`src/rtl/rt_cmd_pkg.sv`:
```
package rt_cmd_pkg;

    localparam int ADDR_W = 5;
    localparam int SA_W   = 5;
    localparam int WC_W   = 5;
    localparam int CNT_W  = WC_W + 1;

    localparam logic [ADDR_W-1:0] BCAST_ADDR = '1;
    localparam logic [WC_W-1:0]   DBC_CODE   = '0;

    // Field order follows the bus word: address, T/R, subaddress, count/code.
    typedef struct packed {
        logic [ADDR_W-1:0] rt;
        logic              tr;
        logic [SA_W-1:0]   sa;
        logic [WC_W-1:0]   wc;
    } cmd_t;

    typedef struct packed {
        logic              tr;
        logic [SA_W-1:0]   sa;
        logic [WC_W-1:0]   wc;
    } fld_t;

    typedef struct packed {
        logic accept;
        logic own_hit;
        logic bcast;
    } decode_t;

    function automatic logic is_mode(input logic [SA_W-1:0] sa);
        return (sa == '0) || (sa == '1);
    endfunction

    // A count field of zero stands for the full range.
    function automatic logic [CNT_W-1:0] words_of(input logic [WC_W-1:0] wc);
        return (wc == '0) ? CNT_W'(1 << WC_W) : {1'b0, wc};
    endfunction

endpackage

```
`src/rtl/rt_addr_match.sv`:
```
module rt_addr_match
    import rt_cmd_pkg::*;
(
    input  logic              cmd_valid,
    input  logic [ADDR_W-1:0] rt,
    input  logic [ADDR_W-1:0] own_addr,
    input  logic              own_par,
    input  logic              bcast_en,
    output logic              par_ok,
    output decode_t           dec
);
    logic is_b;
    logic is_own;

    always_comb begin
        par_ok      = ^{own_addr, own_par};
        is_b        = bcast_en && (rt == BCAST_ADDR);
        is_own      = par_ok && (rt == own_addr) && !is_b;
        dec.bcast   = cmd_valid && is_b;
        dec.own_hit = cmd_valid && is_own;
        dec.accept  = dec.bcast || dec.own_hit;
    end

endmodule

```
`src/rtl/rt_field_latch.sv`:
```
module rt_field_latch
    import rt_cmd_pkg::*;
(
    input  logic            clk,
    input  logic            rst,
    input  decode_t         dec,
    input  fld_t            fld_in,
    input  logic            word_done,
    input  logic            msg_end,
    output logic            in_cmd,
    output logic            respond,
    output logic            bcast,
    output fld_t            fld,
    output logic            mode,
    output logic [WC_W-1:0] wc_out,
    output logic            all_words
);
    logic [CNT_W-1:0] cnt_q;
    logic             counting;

    always_comb begin
        mode      = is_mode(fld.sa);
        counting  = in_cmd && !mode;
        all_words = counting && (cnt_q == words_of(fld.wc));
        wc_out    = counting ? cnt_q[WC_W-1:0] : fld.wc;
    end

    always_ff @(posedge clk) begin
        if (rst) begin
            in_cmd  <= 1'b0;
            respond <= 1'b0;
            bcast   <= 1'b0;
            fld     <= '0;
            cnt_q   <= '0;
        end else if (dec.accept) begin
            in_cmd  <= 1'b1;
            respond <= dec.own_hit;
            bcast   <= dec.bcast;
            fld     <= fld_in;
            cnt_q   <= '0;
        end else begin
            if (msg_end) begin
                in_cmd  <= 1'b0;
                respond <= 1'b0;
                bcast   <= 1'b0;
            end
            if (word_done && counting && !all_words)
                cnt_q <= cnt_q + 1'b1;
        end
    end

    assert_fields_held_R5: assert property (@(posedge clk) disable iff (rst)
        !dec.accept |=> $stable(fld));
    assert_count_clear_R8: assert property (@(posedge clk) disable iff (rst)
        dec.accept |=> (in_cmd && cnt_q == '0));
    assert_count_stops_R9: assert property (@(posedge clk) disable iff (rst)
        (all_words && !dec.accept) |=> $stable(cnt_q));
    assert_window_close_R10: assert property (@(posedge clk) disable iff (rst)
        (msg_end && !dec.accept) |=> !in_cmd);
    assert_bcast_silent_R3: assert property (@(posedge clk) disable iff (rst)
        bcast |-> !respond);

endmodule

```
`src/rtl/rt_status_flags.sv`:
```
module rt_status_flags
    import rt_cmd_pkg::*;
(
    input  logic clk,
    input  logic rst,
    input  logic accept,
    input  logic illegal_n,
    input  logic status_upd,
    input  logic svc_req_n,
    input  logic dbc_accept_n,
    input  logic in_cmd,
    input  fld_t fld,
    output logic msg_err,
    output logic svc_req,
    output logic dbc_acc
);
    logic dbc_legal;

    always_comb
        dbc_legal = in_cmd && is_mode(fld.sa) && fld.tr &&
                    (fld.wc == DBC_CODE) && !msg_err;

    always_ff @(posedge clk) begin
        if (rst) begin
            msg_err <= 1'b0;
            svc_req <= 1'b0;
            dbc_acc <= 1'b0;
        end else begin
            if (accept)
                msg_err <= !illegal_n;
            if (status_upd) begin
                svc_req <= !svc_req_n;
                dbc_acc <= !dbc_accept_n && dbc_legal;
            end
        end
    end

    assert_illegal_sample_R11: assert property (@(posedge clk) disable iff (rst)
        (accept && !illegal_n) |=> msg_err);
    assert_svc_update_R12: assert property (@(posedge clk) disable iff (rst)
        status_upd |=> (svc_req == !$past(svc_req_n)));
    assert_svc_hold_R12: assert property (@(posedge clk) disable iff (rst)
        !status_upd |=> $stable(svc_req));
    assert_dbc_source_R13: assert property (@(posedge clk) disable iff (rst)
        $rose(dbc_acc) |-> ($past(status_upd) && !$past(dbc_accept_n)));

endmodule

```
`src/rtl/rt_cmd_decode.sv`:
```
module rt_cmd_decode
    import rt_cmd_pkg::*;
(
    input  logic        clk,
    input  logic        rst,
    input  logic        cmd_valid,
    input  logic [15:0] cmd_word,
    input  logic [4:0]  own_addr,
    input  logic        own_par,
    input  logic        bcast_en,
    input  logic        word_done,
    input  logic        msg_end,
    input  logic        status_upd,
    input  logic        illegal_n,
    input  logic        svc_req_n,
    input  logic        dbc_accept_n,
    output logic        in_cmd,
    output logic        respond,
    output logic        bcast,
    output logic [4:0]  sub_addr,
    output logic        tx_rx,
    output logic [4:0]  wc_out,
    output logic        mode_cmd,
    output logic        all_words,
    output logic        addr_err_n,
    output logic        msg_err,
    output logic        svc_req,
    output logic        dbc_acc
);
    cmd_t    cmd;
    fld_t    fld_in;
    fld_t    fld;
    decode_t dec;
    logic    par_ok;

    always_comb begin
        cmd    = cmd_t'(cmd_word);
        fld_in = '{tr: cmd.tr, sa: cmd.sa, wc: cmd.wc};
    end

    rt_addr_match u_match (
        .cmd_valid (cmd_valid),
        .rt        (cmd.rt),
        .own_addr  (own_addr),
        .own_par   (own_par),
        .bcast_en  (bcast_en),
        .par_ok    (par_ok),
        .dec       (dec)
    );

    rt_field_latch u_latch (
        .clk       (clk),
        .rst       (rst),
        .dec       (dec),
        .fld_in    (fld_in),
        .word_done (word_done),
        .msg_end   (msg_end),
        .in_cmd    (in_cmd),
        .respond   (respond),
        .bcast     (bcast),
        .fld       (fld),
        .mode      (mode_cmd),
        .wc_out    (wc_out),
        .all_words (all_words)
    );

    rt_status_flags u_flags (
        .clk          (clk),
        .rst          (rst),
        .accept       (dec.accept),
        .illegal_n    (illegal_n),
        .status_upd   (status_upd),
        .svc_req_n    (svc_req_n),
        .dbc_accept_n (dbc_accept_n),
        .in_cmd       (in_cmd),
        .fld          (fld),
        .msg_err      (msg_err),
        .svc_req      (svc_req),
        .dbc_acc      (dbc_acc)
    );

    always_comb begin
        addr_err_n = par_ok;
        sub_addr   = fld.sa;
        tx_rx      = fld.tr;
    end

    assert_own_needs_parity_R2: assert property (@(posedge clk) disable iff (rst)
        $rose(respond) |-> $past(par_ok));
    assert_bcast_needs_enable_R4: assert property (@(posedge clk) disable iff (rst)
        $rose(bcast) |-> $past(bcast_en));

endmodule

```
`config.mk`:
```
export PLATFORM = sky130hd
export DESIGN_NAME = rt_cmd_decode
export DESIGN_NICKNAME = d
export VERILOG_FILES = /design/src/rtl/rt_cmd_pkg.sv /design/src/rtl/rt_addr_match.sv /design/src/rtl/rt_field_latch.sv /design/src/rtl/rt_status_flags.sv /design/src/rtl/rt_cmd_decode.sv
export SDC_FILE = /design/constraint.sdc
export NUM_CORES = 1
export LEC_CHECK = 0
export ABC_AREA = 1
export BUFFER_PORTS_ARGS = -buffer_cell sky130_fd_sc_hd__buf_4
export CELL_PAD_IN_SITES_DETAIL_PLACEMENT = 1
export CELL_PAD_IN_SITES_GLOBAL_PLACEMENT = 1
export CORE_MARGIN = 4
export CORE_UTILIZATION = 35
export CTS_CLUSTER_SIZE = 30
export DETAILED_ROUTE_END_ITERATION = 6
export PLACE_DENSITY_LB_ADDON = 0.1
export SLEW_MARGIN = 20
export SYNTH_ARGS = -nofsm -noshare
export SYNTH_HDL_FRONTEND = slang
export SYNTH_SLANG_ARGS = --single-unit
export TNS_END_PERCENT = 20
```
`constraint.sdc`:
```
create_clock -name clk -period 4.3 [get_ports clk]
set_input_delay 1.29 -clock clk [delete_from_list [all_inputs] [get_ports clk]]
set_output_delay 1.29 -clock clk [all_outputs]
set_load 0.02 [all_outputs]
```
==> results.json <==
{
  "hold_path_class": "register to register",
  "clockBufferDepth": 2,
  "grt_usage_pct": 16.0,
  "ff2ff_setup_slack_ns": 2.50,
  "core-area_um2": 3800,
  "post_drt_wl_per_cell_um": 12.1,
  "grt_max_degree": 18,
  "post_cts_resized": 0,
  "slew_violations": 0,
  "worst_slack_ns": 0.998,
  "ys_ff_latch": 23,
  "period_share_pct": 76.8,
  "num_io_pins": 52,
  "reg2reg_from": "u_latch.fld[8]",
  "synth-edff-count": 0,
  "drc": 0,
  "p_leak_nw": 0.945,
  "cts_buffers": 3,
  "drive_gt1_share_pct": 24.6,
  "path_clk_slew_ns": 0.08,
  "worst_pin_slew_ns": 0.470,
  "worstPathArrival_ns": 2.01,
  "nets": 306,
  "endpoint": "addr_err_n",
  "cp-end-kind": "output port",
  "finalSetupViolations": 0,
  "vias": 1512,
  "grt_pass1_wl_um": 6630,
  "dr.pass1.iters": 4,
  "synthToLayoutAreaGrowth_pct": 29.4,
  "synth-async-reset-ratio_pct": 0,
  "peakVddDrop_uv": 165,
  "synth_area_leaders": "dfxtp_1 (32%), nand2_1 (14%), nor2_1 (10%)",
  "layout_min_cycle_time_ns": 3.30,
  "die_h_um": 71.9,
  "cts_tree": "built",
  "tns_ns": 0,
  "powerDensity_nw_per_um2": 244,
  "cp_max_fo": 4,
  "cts_hold_buf": 0,
  "ys_seq_area_share_pct": 32.3,
  "initial_core_util_pct": 37.6,
  "yosys.area.top_type": "dfxtp_1",
  "gp_congestion": 0.761,
  "maxSlewHeadroom_pct": 68.6,
  "clock_sinks": 23,
  "max_cap_violations": 0,
  "cts_setup_buffers": 0,
  "rr_worst_depth": 7,
  "rsz0062_at_grt": "no",
  "yosys_warnings": 0,
  "antennaDiodeCount": 0,
  "multi_input_area_um2": 774,
  "yosysTopAreaCellShare_pct": 32.3,
  "synth_cell_types": 26,
  "root_buffer": "clkbuf_8",
  "rows": 22,
  "dieArea_um2": 5160,
  "place_ws_ns": 0.989,
  "final_common_cell": "nand2_1",
  "status": "finished, final reports clean",
  "layout_common_cells": "nand2_1 (55), buf_4 (51), nor2_1 (39)",
  "syn-mean-instance-area_um2": 6.29,
  "cts_htree_levels": 1,
  "overflow": 0,
  "reg2reg_to": "u_latch.cnt_q[3]",
  "nFillCells": 547,
  "ant_nets": 0,
  "synth_area_um2": 1430,
  "syn-num-nets": 260,
  "max_freq_ghz": 0.303,
  "grt_antenna_before_repair": 0,
  "worstSetupStartpoint": "own_addr[0]",
  "seq_area_um2": 460,
  "path_class": "input port to output port",
  "hpwl_um": 3140,
  "clock_skew_ns": 0.00502,
  "grt_pass1_vias": 1484,
  "via_per_inst": 4.73,
  "io_buffers": 51,
  "die-width_um": 71.9,
  "critPathLaunchType": "input port",
  "drt_iter0_markers": 54,
  "cp.required_ns": 3.01,
  "final_hold_viol_count": 0,
  "routed_wirelength_um": 3870,
  "yosys_most_used_dff": "dfxtp_1",
  "insertion_delay_ns": 0.27,
  "synthCells": 227
}
[critical path: stages]
cell	delay, ns
buf_4	0.13
nand2_1	0.07
inv_1	0.06
nor2_2	0.10
nand2_1	0.09
nand3_2	0.07
nand2_2	0.06
buf_4	0.15
[synthesized netlist by cell type, types with 2 or more instances]
cell,instances
a21oi_1,10
buf_4,5
buf_6,2
dfxtp_1,23
inv_1,28
inv_2,4
nand2_1,55
nand2_2,3
nand3_1,11
nand3_2,2
nand4_1,3
nor2_1,39
nor2_2,2
nor3_1,2
o21ai_0,15
o21ai_1,4
xnor2_1,6
xor2_1,5
[how the worst min path moves through the flow]
stage | from | end | slack [ns] | cells after the start
finish | u_latch.cnt_q[5] | u_latch.cnt_q[5] | 0.48 | 2
detailed placement | u_latch.cnt_q[5] | u_latch.cnt_q[5] | 0.47 | 2
CTS | u_latch.cnt_q[5] | u_latch.cnt_q[5] | 0.49 | 2
global placement | u_latch.bcast | u_latch.bcast | 0.47 | 2
global route | u_latch.cnt_q[5] | u_latch.cnt_q[5] | 0.52 | 2
floorplan | u_latch.cnt_q[5] | u_latch.cnt_q[5] | 0.45 | 2
[routing by layer]
layer	wire (um)	vias up	share of wire [%]	global-route usage, %
met5	0	-	0	0
met4	38	0	0.98	3.76
met3	226	4	5.8	4.63
met2	1860	25	48	26.8
met1	1740	694	45	20.0
li1	-	789	-	-
[report_power, final]
group          switching [mW]  internal [mW]  total [mW]
logic                  0.0465         0.0416      0.0881
clock network          0.0764         0.0657       0.142
registers             0.00353          0.217       0.221
[cells by family after synthesis]
| kind of cell | Yosys count | share of synthesized area [%] |
|---|---|---|
| DFF | 23 | 32.3 |
| and+or+nand+nor | 120 | 35.9 |
| xor gates and xnor gates | 11 | 6.75 |
| adders and majority gates | 1 | 0.876 |
| buffers and inverters | 42 | 13.5 |
| AOI/OAI and AO/OA | 30 | 10.7 |
[layout make-up]
class                   instances  share of cell area [%]
clock inverters                 1                   0.407
repair buffers                 51                    20.7
inverters                      32                    6.50
well taps                      48                    3.25
clock buffers                   3                    2.24
multi-input cells             162                    41.9
flip-flops and latches         23                    24.9
[stage by stage]
| step | total power [mW] | cells | cell area, um^2 | utilization [%] | hold WS (ns) |
|---|---|---|---|---|---|
| floorplan | 0.272 | 227 | 1430 | - | 0.454 |
| global placement | 0.313 | 316 | 1800 | 47.3 | 0.473 |
| detailed placement | 0.315 | 316 | 1800 | 47.3 | 0.473 |
| CTS | 0.461 | 320 | 1850 | 48.6 | 0.493 |
| global route | 0.474 | 320 | 1850 | 48.6 | 0.515 |
| finish | 0.451 | 320 | 1850 | 48.6 | 0.485 |
[sequential cells by signal (all words and copies together), names as in the netlist]
| register | flops |
|---|---|
| u_latch.fld | 11 |
| u_latch.cnt_q | 6 |
| u_flags.dbc_acc | 1 |
| u_flags.msg_err | 1 |
| u_flags.svc_req | 1 |
| u_latch.bcast | 1 |
| u_latch.in_cmd | 1 |
| u_latch.respond | 1 |
(Power assumes the default switching activity.)
